--- config.mk ---
export PLATFORM = sky130hd
export DESIGN_NAME = dbus_txn_seq
export DESIGN_NICKNAME = d
export VERILOG_FILES = /design/src/rtl/dbseq_pkg.sv /design/src/rtl/dbseq_cmd_buf.sv /design/src/rtl/dbseq_rsp_buf.sv /design/src/rtl/dbus_txn_seq.sv
export SDC_FILE = /design/constraint.sdc
export NUM_CORES = 1
export LEC_CHECK = 0
export BUFFER_PORTS_ARGS = -buffer_cell sky130_fd_sc_hd__buf_2
export CAP_MARGIN = 10
export CORE_ASPECT_RATIO = 2
export CORE_MARGIN = 5
export CORE_UTILIZATION = 54
export DETAILED_ROUTE_END_ITERATION = 10
export GPL_ROUTABILITY_DRIVEN = 1
export PLACE_DENSITY = 0.88
export SYNTH_ARGS = -nofsm -noshare
export SYNTH_HDL_FRONTEND = slang
export SYNTH_HIERARCHICAL = 1
export SYNTH_SLANG_ARGS = --single-unit
--- constraint.sdc ---
create_clock -name clk_i -period 3.3 [get_ports clk_i]
set_input_delay 0.66 -clock clk_i [delete_from_list [all_inputs] [get_ports clk_i]]
set_output_delay 0.66 -clock clk_i [all_outputs]
set_load 0.01 [all_outputs]
--- src/rtl/dbseq_pkg.sv ---
package dbseq_pkg;
  typedef enum logic [1:0] {
    ST_NEW  = 2'd0,
    ST_EVEN = 2'd1,
    ST_ODD  = 2'd2,
    ST_IDLE = 2'd3
  } txn_state_e;

  // even state wants an odd index, odd state wants an even index
  function automatic logic parity_ok(txn_state_e s, logic idx_lsb);
    return (s == ST_EVEN && idx_lsb) || (s == ST_ODD && !idx_lsb);
  endfunction

  function automatic logic is_blank(logic [7:0] b);
    return (b == 8'h00) || (b == 8'hFF);
  endfunction
endpackage

--- src/rtl/dbseq_cmd_buf.sv ---
module dbseq_cmd_buf #(
  parameter int DEPTH = 16,
  localparam int AW   = $clog2(DEPTH),
  localparam int IDXW = $clog2(DEPTH + 1)
) (
  input  logic                 clk_i,
  input  logic                 rst_ni,
  input  logic                 restart_i,
  input  logic                 wr_i,
  input  logic [7:0]           byte_i,
  input  logic                 flush_i,
  output logic [IDXW-1:0]      idx_o,
  output logic [DEPTH*8-1:0]   data_o
);
  logic [7:0]      mem_q [DEPTH];
  logic [IDXW-1:0] idx_q;
  logic [IDXW-1:0] slot;

  assign slot = restart_i ? '0 : idx_q;

  always_ff @(posedge clk_i or negedge rst_ni) begin
    if (!rst_ni) begin
      idx_q <= '0;
      for (int i = 0; i < DEPTH; i++) mem_q[i] <= '0;
    end else if (wr_i) begin
      mem_q[slot[AW-1:0]] <= byte_i;
      idx_q <= slot + 1'b1;
    end else if (flush_i) begin
      idx_q <= '0;
    end
  end

  for (genvar g = 0; g < DEPTH; g++) begin : g_flat
    assign data_o[g*8 +: 8] = mem_q[g];
  end

  assign idx_o = idx_q;

  assert_wr_in_range_R5: assert property (@(posedge clk_i) disable iff (!rst_ni)
    wr_i |-> (restart_i || idx_q < IDXW'(DEPTH)));
endmodule

--- src/rtl/dbseq_rsp_buf.sv ---
module dbseq_rsp_buf #(
  parameter int DEPTH = 16,
  localparam int AW   = $clog2(DEPTH),
  localparam int IDXW = $clog2(DEPTH + 1)
) (
  input  logic                 clk_i,
  input  logic                 rst_ni,
  input  logic                 load_i,
  input  logic [IDXW-1:0]      len_i,
  input  logic [DEPTH*8-1:0]   data_i,
  input  logic                 adv_i,
  output logic [IDXW-1:0]      idx_o,
  output logic [IDXW-1:0]      len_o,
  output logic [7:0]           byte_o
);
  logic [7:0]      mem_q [DEPTH];
  logic [IDXW-1:0] idx_q, len_q;

  always_ff @(posedge clk_i or negedge rst_ni) begin
    if (!rst_ni) begin
      idx_q <= '0;
      len_q <= '0;
      for (int i = 0; i < DEPTH; i++) mem_q[i] <= '0;
    end else if (load_i) begin
      for (int i = 0; i < DEPTH; i++) mem_q[i] <= data_i[i*8 +: 8];
      len_q <= len_i;
      // byte 0 is handed out at launch time
      idx_q <= (len_i != '0) ? IDXW'(1) : '0;
    end else if (adv_i) begin
      idx_q <= idx_q + 1'b1;
    end
  end

  assign idx_o  = idx_q;
  assign len_o  = len_q;
  assign byte_o = mem_q[idx_q[AW-1:0]];

  assert_rd_in_range_R10: assert property (@(posedge clk_i) disable iff (!rst_ni)
    adv_i |-> (idx_q < len_q));
endmodule

--- src/rtl/dbus_txn_seq.sv ---
module dbus_txn_seq
  import dbseq_pkg::*;
#(
  parameter int DEPTH = 16,
  localparam int IDXW = $clog2(DEPTH + 1)
) (
  input  logic               clk_i,
  input  logic               rst_ni,
  input  logic               step_i,
  input  logic [1:0]         state_i,
  input  logic               dir_out_i,
  input  logic [7:0]         host_byte_i,
  output logic [7:0]         host_byte_o,
  output logic               int_no,
  output logic               ready_o,
  output logic               req_valid_o,
  output logic [IDXW-1:0]    req_len_o,
  output logic [DEPTH*8-1:0] req_data_o,
  input  logic               rsp_err_i,
  input  logic [IDXW-1:0]    rsp_len_i,
  input  logic [DEPTH*8-1:0] rsp_data_i
);
  txn_state_e      st;
  logic [IDXW-1:0] cmd_idx, rsp_idx, rsp_len, rsp_len_clamp, load_len;
  logic [7:0]      rsp_byte, nxt_byte;
  logic            wr, restart, flush, load, adv, req, xfer, rdy;
  logic [7:0]      host_byte_q;
  logic            int_nq, ready_q;

  assign st            = txn_state_e'(state_i);
  assign rsp_len_clamp = (rsp_len_i > IDXW'(DEPTH)) ? IDXW'(DEPTH) : rsp_len_i;
  assign load_len      = rsp_err_i ? '0 : rsp_len_clamp;

  always_comb begin
    wr = 1'b0; restart = 1'b0; flush = 1'b0; load = 1'b0; adv = 1'b0;
    req = 1'b0; xfer = 1'b0; rdy = 1'b0;
    nxt_byte = host_byte_q;
    if (step_i) begin
      if (dir_out_i) begin
        unique case (st)
          ST_NEW: begin wr = 1'b1; restart = 1'b1; end
          ST_EVEN, ST_ODD: wr = parity_ok(st, cmd_idx[0]) && (cmd_idx < IDXW'(DEPTH));
          default: ;
        endcase
        xfer = wr;
        rdy  = wr;
      end else begin
        unique case (st)
          ST_NEW: ;
          ST_EVEN, ST_ODD: begin
            if (rsp_len == '0) begin
              rdy = 1'b1;
            end else if (rsp_idx >= rsp_len) begin
              nxt_byte = 8'h00;
              rdy      = 1'b1;
            end else if (parity_ok(st, rsp_idx[0])) begin
              adv      = 1'b1;
              nxt_byte = rsp_byte;
              rdy      = 1'b1;
              xfer     = !is_blank(rsp_byte);
            end
          end
          default: begin
            if (cmd_idx != '0) begin
              req   = 1'b1;
              flush = 1'b1;
              load  = 1'b1;
              if (rsp_err_i) begin
                nxt_byte = 8'hFF;
                rdy      = 1'b1;
              end else if (rsp_len_clamp != '0) begin
                nxt_byte = rsp_data_i[7:0];
                rdy      = 1'b1;
                xfer     = !is_blank(rsp_data_i[7:0]);
              end
            end
          end
        endcase
      end
    end
  end

  always_ff @(posedge clk_i or negedge rst_ni) begin
    if (!rst_ni) begin
      host_byte_q <= '0;
      int_nq      <= 1'b1;
      ready_q     <= 1'b0;
    end else begin
      ready_q <= rdy;
      if (step_i) begin
        host_byte_q <= nxt_byte;
        int_nq      <= !xfer;
      end
    end
  end

  dbseq_cmd_buf #(.DEPTH(DEPTH)) u_cmd (
    .clk_i, .rst_ni,
    .restart_i(restart), .wr_i(wr), .byte_i(host_byte_i), .flush_i(flush),
    .idx_o(cmd_idx), .data_o(req_data_o)
  );

  dbseq_rsp_buf #(.DEPTH(DEPTH)) u_rsp (
    .clk_i, .rst_ni,
    .load_i(load), .len_i(load_len), .data_i(rsp_data_i), .adv_i(adv),
    .idx_o(rsp_idx), .len_o(rsp_len), .byte_o(rsp_byte)
  );

  assign host_byte_o = host_byte_q;
  assign int_no      = int_nq;
  assign ready_o     = ready_q;
  assign req_valid_o = req;
  assign req_len_o   = cmd_idx;

  assert_int_low_ready_R10: assert property (@(posedge clk_i) disable iff (!rst_ni)
    $fell(int_no) |-> ready_o);
  assert_hold_without_step_R14: assert property (@(posedge clk_i) disable iff (!rst_ni)
    !step_i |=> ($stable(int_no) && $stable(host_byte_o) && !ready_o));
  assert_launch_clears_R6: assert property (@(posedge clk_i) disable iff (!rst_ni)
    req_valid_o |=> (req_len_o == '0));
endmodule

==> results by group, run 1 <==
Status
  • Outcome: finished clean

Global route
  • Largest net degree at the start of global routing: 106
  • First-pass GRT wire length: approximately 51 mm
  • Vias in the first global route: 9102
  • Total global routing overflow: 0
  • Total GRT Usage: 0.2545
  • Antenna violations before repair: 14

Clock tree
  • Clock slew at reported path FFs: 0.07 ns
  • CTS Hold Bufs: 0
  • Post-CTS sizing: 0
  • Num CTS Buffers: 24
  • Clock Path Buffers: 3
  • Clk root buf: clkbuf_16
  • Num Clock Sinks: 281
  • Clock Latency Late Sink: 0.52 ns
  • H-tree Lvls: 1
  • CTS tree: yes
  • Post-CTS Setup Bufs: 0

Detailed routing
  • Antenna Nets Post-Route: 0
  • DRT Wirelength: roughly 33 mm
  • Post-DR wirelength/cell: 23.35 um
  • Via/cell ratio: around 5.7
  • Drt first pass iters: 4
  • Drt drc: 0
  • Vias: a little over 8000
  • DRT iter0 DRCs: 406

STA
  • Final Critical Period: about 3.0 ns
  • Final period utilization: 0.9209
  • Upper clock frequency limit: 0.3291 GHz
  • Worst Clk Skew: 0.01170 ns
  • Final setup viols: 0
  • Total negative slack: 0 ns
  • Relative slew slack: 0.4984
  • Worst Tran Pin Value: 0.7524 ns
  • Slew Viols, Final: 0
  • Worst hold margin: approximately 0.19 ns
  • Unrepaired setup endpoints after global routing: false
  • Final Hold Vio Count: 0

Worst setup path
  • Critical path capture point type: primary output
  • R2r setup slk: 0.46 ns
  • Kind of critical path: flip-flop to primary output
  • Crit path max fanout: 17
  • Crit path required time: 2.64 ns
  • Critical Path AT: 2.38 ns
  • Kind of start point of the critical path: flip-flop

Die
  • Core Box Area: 22640 um^2
  • Die width: 117.2 um
  • Starting density of the core: 0.5477
  • Die Area: 26280 um^2
  • Die H: between 200 and 250 um
  • Row count: 78
  • I/O pin count: 292

Yosys
  • Seq cells post-synth: 281
  • Syn avg cell area: 15.09 um^2
  • Post-synth ARST share: 1.000
  • Cell Area, Synth: 12400 um^2
  • Prevailing post-synth register cell: dfrtp_1
  • Post-synth net total: between 900 and 1000
  • Post-synth EDFFs: 0
  • Synth unique cells: 57
  • Syn. warnings: 6
  • Sequential element share of the synthesized area: 0.5671
  • Cell count after synthesis: 822

Pwr
  • Leak pwr: 7.469 nW
  • Psw: roughly 3.6 mW
  • Internal Power: roughly 8 mW
  • Comb power frac: 0.304
  • Worst vdd rail ir drop: 665.6 uV
  • Seq pwr share: 0.454
  • Sw Ratio: 0.3149
  • Clock share of power: 0.241
  • PD cells: 768.4 nW/um^2

Placed design
  • Post-DP HPWL: 24.83 mm
  • Routability Congestion: just under 0.9
  • PortBufs: approximately 290

Final layout
  • Layout area overhead: 20.28%
  • Multi-input gate area: 5074 um^2
  • Post-layout net count: 1268
  • Most common cell after layout, fill and taps aside: buf_2
  • Most frequent cells in the layout: buf_2, dfrtp_1, mux2_2
  • # fillers: 1649
  • Register Area: 7036 um^2
  • Ratio of cells with drive above 1 in the final layout: 0.4805

Hold path
  • Hold WC Path Type: input pin to asynchronous set/reset pin

Run
  • Maxcap violations: 0
-- critical path, stage by stage, from the launching register on --
cell     delay [ns]
dfrtp_1        0.39
buf_4          0.21
or4_1          0.56
o21ai_0        0.41
nor2_4         0.10
buf_2          0.18
-- area by class of cell --
cell class / count / area share
sequential: 281 / 0.4717
clock buffer: 38 / 0.04656
inverter: 12 / 0.003020
tap: 280 / 0.02349
clock inverter: 6 / 0.003691
multi-input combinational: 485 / 0.3402
timing repair buffer: 306 / 0.1092
antenna: 13 / 0.002181
-- path summary, 6_finish.rpt --
kind                                       from               end  depth (start not counted)
worst max register to register   u_rsp/idx_o[0]            int_no                          8
worst max-delay path             u_cmd/idx_o[0]       req_valid_o                          5
max in group asynchronous                rst_ni            int_no                          2
worst min-delay path                     rst_ni  u_cmd/data_o[37]                          1
worst min register to register  u_rsp/mem_q[43]   u_rsp/mem_q[43]                          1
min in group clk_i              rsp_data_i[121]    u_rsp/mem_q[1]                          2
-- power groups by stage --
stage,sequential [mW],clock (mW),combinational [mW]
after floorplan,5.17,0,2.25
after global placement,5.18,0,3.41
after CTS,5.21,2.83,3.53
final,5.21,2.76,3.49
after global routing,5.34,2.95,3.81
after detailed placement,5.26,0,3.51
-- registers in the layout, summed over array words and instances (netlist names) --
| name | flops |
|---|---|
| u_rsp/len_o | 5 |
| u_cmd/data_o | 128 |
| int_no | 1 |
| ready_o | 1 |
| u_rsp/idx_o | 5 |
| u_rsp/mem_q | 128 |
| u_cmd/idx_o | 5 |
| host_byte_o | 8 |
-- synth_stat cells, types with 3 or more instances --
| master | instances | share of area |
|---|---|---|
| a21oi_1 | 5 | 0.0020 |
| a22o_1 | 3 | 0.0021 |
| a22oi_1 | 8 | 0.0048 |
| a32oi_1 | 8 | 0.0057 |
| and2_1 | 5 | 0.0025 |
| buf_2 | 20 | 0.0081 |
| buf_4 | 4 | 0.0024 |
| buf_6 | 3 | 0.0027 |
| clkbuf_1 | 12 | 0.0036 |
| dfrtp_1 | 280 | 0.57 |
| ha_1 | 10 | 0.010 |
| inv_1 | 12 | 0.0036 |
| mux2_1 | 106 | 0.096 |
| mux2_2 | 156 | 0.14 |
| mux2_4 | 8 | 0.0097 |
| mux2i_1 | 26 | 0.021 |
| mux4_1 | 5 | 0.011 |
| mux4_2 | 19 | 0.035 |
| nand2_1 | 12 | 0.0036 |
| nand2_2 | 3 | 0.0015 |
| nand3_2 | 3 | 0.0024 |
| nand4_1 | 6 | 0.0030 |
| nor2_1 | 24 | 0.0073 |
| nor2b_1 | 6 | 0.0030 |
| nor4_1 | 6 | 0.0030 |
| o21ai_0 | 8 | 0.0032 |
| o21ai_1 | 10 | 0.0040 |
| o2bb2ai_1 | 8 | 0.0057 |
| or4_1 | 5 | 0.0030 |
| xnor2_1 | 5 | 0.0035 |
-- through the flow --
step / setup slack (ns) / total power, mW / utilization / instance area, um^2 / std cells
global route: 0.1562 / 12.10 / 0.6584 / 14910 / 1418
CTS: 0.2495 / 11.56 / 0.6573 / 14880 / 1408
finish: 0.2610 / 11.46 / 0.6588 / 14920 / 1421
floorplan: 0.1944 / 7.423 / - / 12400 / 822
global placement: 0.1069 / 8.587 / 0.6242 / 14130 / 1364
detailed placement: 0.002336 / 8.772 / 0.6242 / 14130 / 1364
-- routing by layer --
| metal | global-route usage | share of wire | vias up | wire length [um] |
|---|---|---|---|---|
| met4 | 0.1463 | 0.055 | 6 | 1826 |
| met1 | 0.2700 | 0.33 | 4130 | 10980 |
| li1 | - | - | 3607 | - |
| met3 | 0.05439 | 0.064 | 91 | 2127 |
| met5 | 0 | 0.0016 | - | 54 |
| met2 | 0.4521 | 0.55 | 325 | 18190 |
-- kinds of logic after synthesis --
| group | Yosys count | share of synthesized area |
|---|---|---|
| multiplexers | 320 | 0.3137 |
| buffers and inverters | 56 | 0.02432 |
| XOR/XNOR | 7 | 0.004944 |
| AND/OR/NAND/NOR | 87 | 0.04399 |
| flip-flops | 281 | 0.5671 |
| AO/OA/AOI/OAI | 61 | 0.03582 |
| adder cells (fa/ha/maj) | 10 | 0.01009 |
Power figures use the tool's default switching activity.
==> run 2, diff against run 1 <==
CELL_PAD_IN_SITES_DETAIL_PLACEMENT = 1   (was unset)
CELL_PAD_IN_SITES_GLOBAL_PLACEMENT = 2   (was unset)
CORE_UTILIZATION = 37   (was 54)
==> results by group, run 2 (synthesized netlist as in run 1, its figures left out) <==
Hold path
  • Hold WC Path Type: input pin to asynchronous set/reset pin

STA
  • Final setup viols: 0
  • Total negative slack: 0 ns
  • Relative slew slack: 0.4967
  • Worst Tran Pin Value: between 0.7 and 0.8 ns
  • Slew Viols, Final: 0
  • Final worst slack: 0.1354 ns
  • Upper clock frequency limit: 0.3160 GHz
  • Final period utilization: 0.9590
  • Final Hold Vio Count: 0
  • Unrepaired setup endpoints after global routing: false
  • Final Critical Period: ~3.2 ns
  • Worst Clk Skew: ~0.013 ns

Clock tree
  • Num Clock Sinks: 281
  • H-tree Lvls: 1
  • CTS tree: yes
  • Clock slew at reported path FFs: 0.07 ns
  • Clock Path Buffers: 3
  • Num CTS Buffers: 27
  • Post-CTS Setup Bufs: 0
  • CTS Hold Bufs: 0
  • Post-CTS sizing: 0
  • Clock Latency Late Sink: 0.55 ns
  • Clk root buf: clkbuf_16

Pwr
  • Sw Ratio: 0.3215
  • Psw: 3.963 mW
  • Clock share of power: 0.276
  • Internal Power: 8.364 mW
  • Worst vdd rail ir drop: between 400 and 500 uV
  • Comb power frac: 0.301
  • Leak pwr: 7.664 nW
  • Seq pwr share: 0.423
  • PD cells: ~800 nW/um^2

Detailed routing
  • DRT iter0 DRCs: about 240
  • Drt drc: 0
  • DRT Wirelength: 38.62 mm
  • Via/cell ratio: 5.142
  • Post-DR wirelength/cell: 24.28 um
  • Drt first pass iters: 4
  • Antenna Nets Post-Route: 0
  • Vias: 8181

Global route
  • Total GRT Usage: 0.2026
  • Antenna violations before repair: 6
  • Total global routing overflow: 0
  • First-pass GRT wire length: between 50 and 60 mm
  • GR Layer Usage met1: 0.1921
  • Largest net degree at the start of global routing: 93
  • Vias in the first global route: slightly below 10000
  • Grt met3 use: 0.04561
  • M2 GR Usage: 0.4021
  • Busiest grt layer: met2

Placed design
  • Post-DP HPWL: 29.49 mm
  • Placed inst area: approximately 14000 um^2
  • PortBufs: 291
  • Pre-CTS setup slack: 0.2328 ns
  • Routability Congestion: 0.7970

Worst setup path
  • Slowest stage delay, CP: 0.59 ns
  • Slowest CP cell: or4_1
  • Critical Path AT: 2.50 ns
  • Kind of start point of the critical path: flip-flop
  • Crit path required time: 2.64 ns
  • Kind of critical path: flip-flop to primary output
  • Critical path capture point type: primary output
  • Crit-path cells: or4_1 -> o21ai_0 -> nor2_4 -> buf_2
  • Crit path max fanout: 10

Final layout
  • Most common cell after layout, fill and taps aside: buf_2
  • # fillers: 3457
  • Most frequent cells in the layout: buf_2, dfrtp_1, mux2_2
  • Multi-input gate area: 5074 um^2
  • Layout area overhead: 24.62%
  • Ratio of cells with drive above 1 in the final layout: 0.4996
  • Fin area: 15450 um^2
  • Register Area: between 7000 and 8000 um^2
  • Post-layout net count: 1286

Die
  • Core Box Area: 33400 um^2
  • Die Area: 37500 um^2
  • Die H: 268.9 um
  • Starting density of the core: 0.3713
  • Row count: 95
  • I/O pin count: about 290
  • Die width: ~140 um

Run
  • Maxcap violations: 0

Status
  • Outcome: finished clean
[run 2: cell types whose count changed in the layout (fill, tap and decap cells not counted), sizes merged]
cell      delta
buf         +15
bufinv       +4
clkbuf       -8
clkinv       +5
clkinvlp     +2
diode        -7
inv          +3
[run 2: layout make-up]
cell class | instances | area share
clock inverter | 20 | 0.01652
tap | 436 | 0.03530
sequential | 281 | 0.4553
inverter | 12 | 0.002915
antenna | 6 | 0.0009716
clock buffer | 30 | 0.04639
timing repair buffer | 321 | 0.1143
multi-input combinational | 485 | 0.3283
[run 2: layer usage]
metal,part of all wire,up-vias
met5,0,-
met4,0.045,0
met3,0.055,59
met2,0.58,231
met1,0.32,4259
li1,-,3632
[run 2: stage by stage]
step	hold slack, ns	power (mW)	std cells	utilization
global route	0.1844	13.00	1589	0.4625
floorplan	0.3644	7.423	822	-
CTS	0.1640	12.50	1585	0.4622
finish	0.1522	12.33	1591	0.4627
global placement	0.4614	8.818	1535	0.4331
detailed placement	0.4736	9.017	1535	0.4331
[run 2: critical path: cells and delay by family (launching register included)]
kind / cells / cell delay, ns
AO/OA/AOI/OAI: 1 / 0.49
buffers and inverters: 1 / 0.18
flip-flops: 1 / 0.53
AND/OR/NAND/NOR: 2 / 0.76
[run 2: worst paths after layout]
kind                            cells after the start             from  slack (ns)                end
worst min-delay path                                1           rst_ni        0.15  u_cmd/data_o[123]
worst max register to register                     11   u_rsp/idx_o[0]        0.38             int_no
max in group asynchronous                           2           rst_ni        2.33     u_rsp/idx_o[1]
min in group clk_i                                  2   rsp_data_i[48]        0.33    u_rsp/mem_q[72]
worst min register to register                      1  u_rsp/mem_q[96]        0.48    u_rsp/mem_q[96]
worst max-delay path                                4   u_cmd/idx_o[3]        0.14        req_valid_o
[run 2: power by group through the flow]
| stage | Clock, mW | Combinational (mW) | Sequential (mW) |
|---|---|---|---|
| 6_report | 3.40 | 3.71 | 5.22 |
| 5_1_grt | 3.64 | 4.02 | 5.34 |
| 4_1_cts | 3.50 | 3.78 | 5.22 |
| 3_3_place_gp | 0 | 3.65 | 5.17 |
| 2_1_floorplan | 0 | 2.25 | 5.17 |
| 3_5_place_dp | 0 | 3.75 | 5.27 |
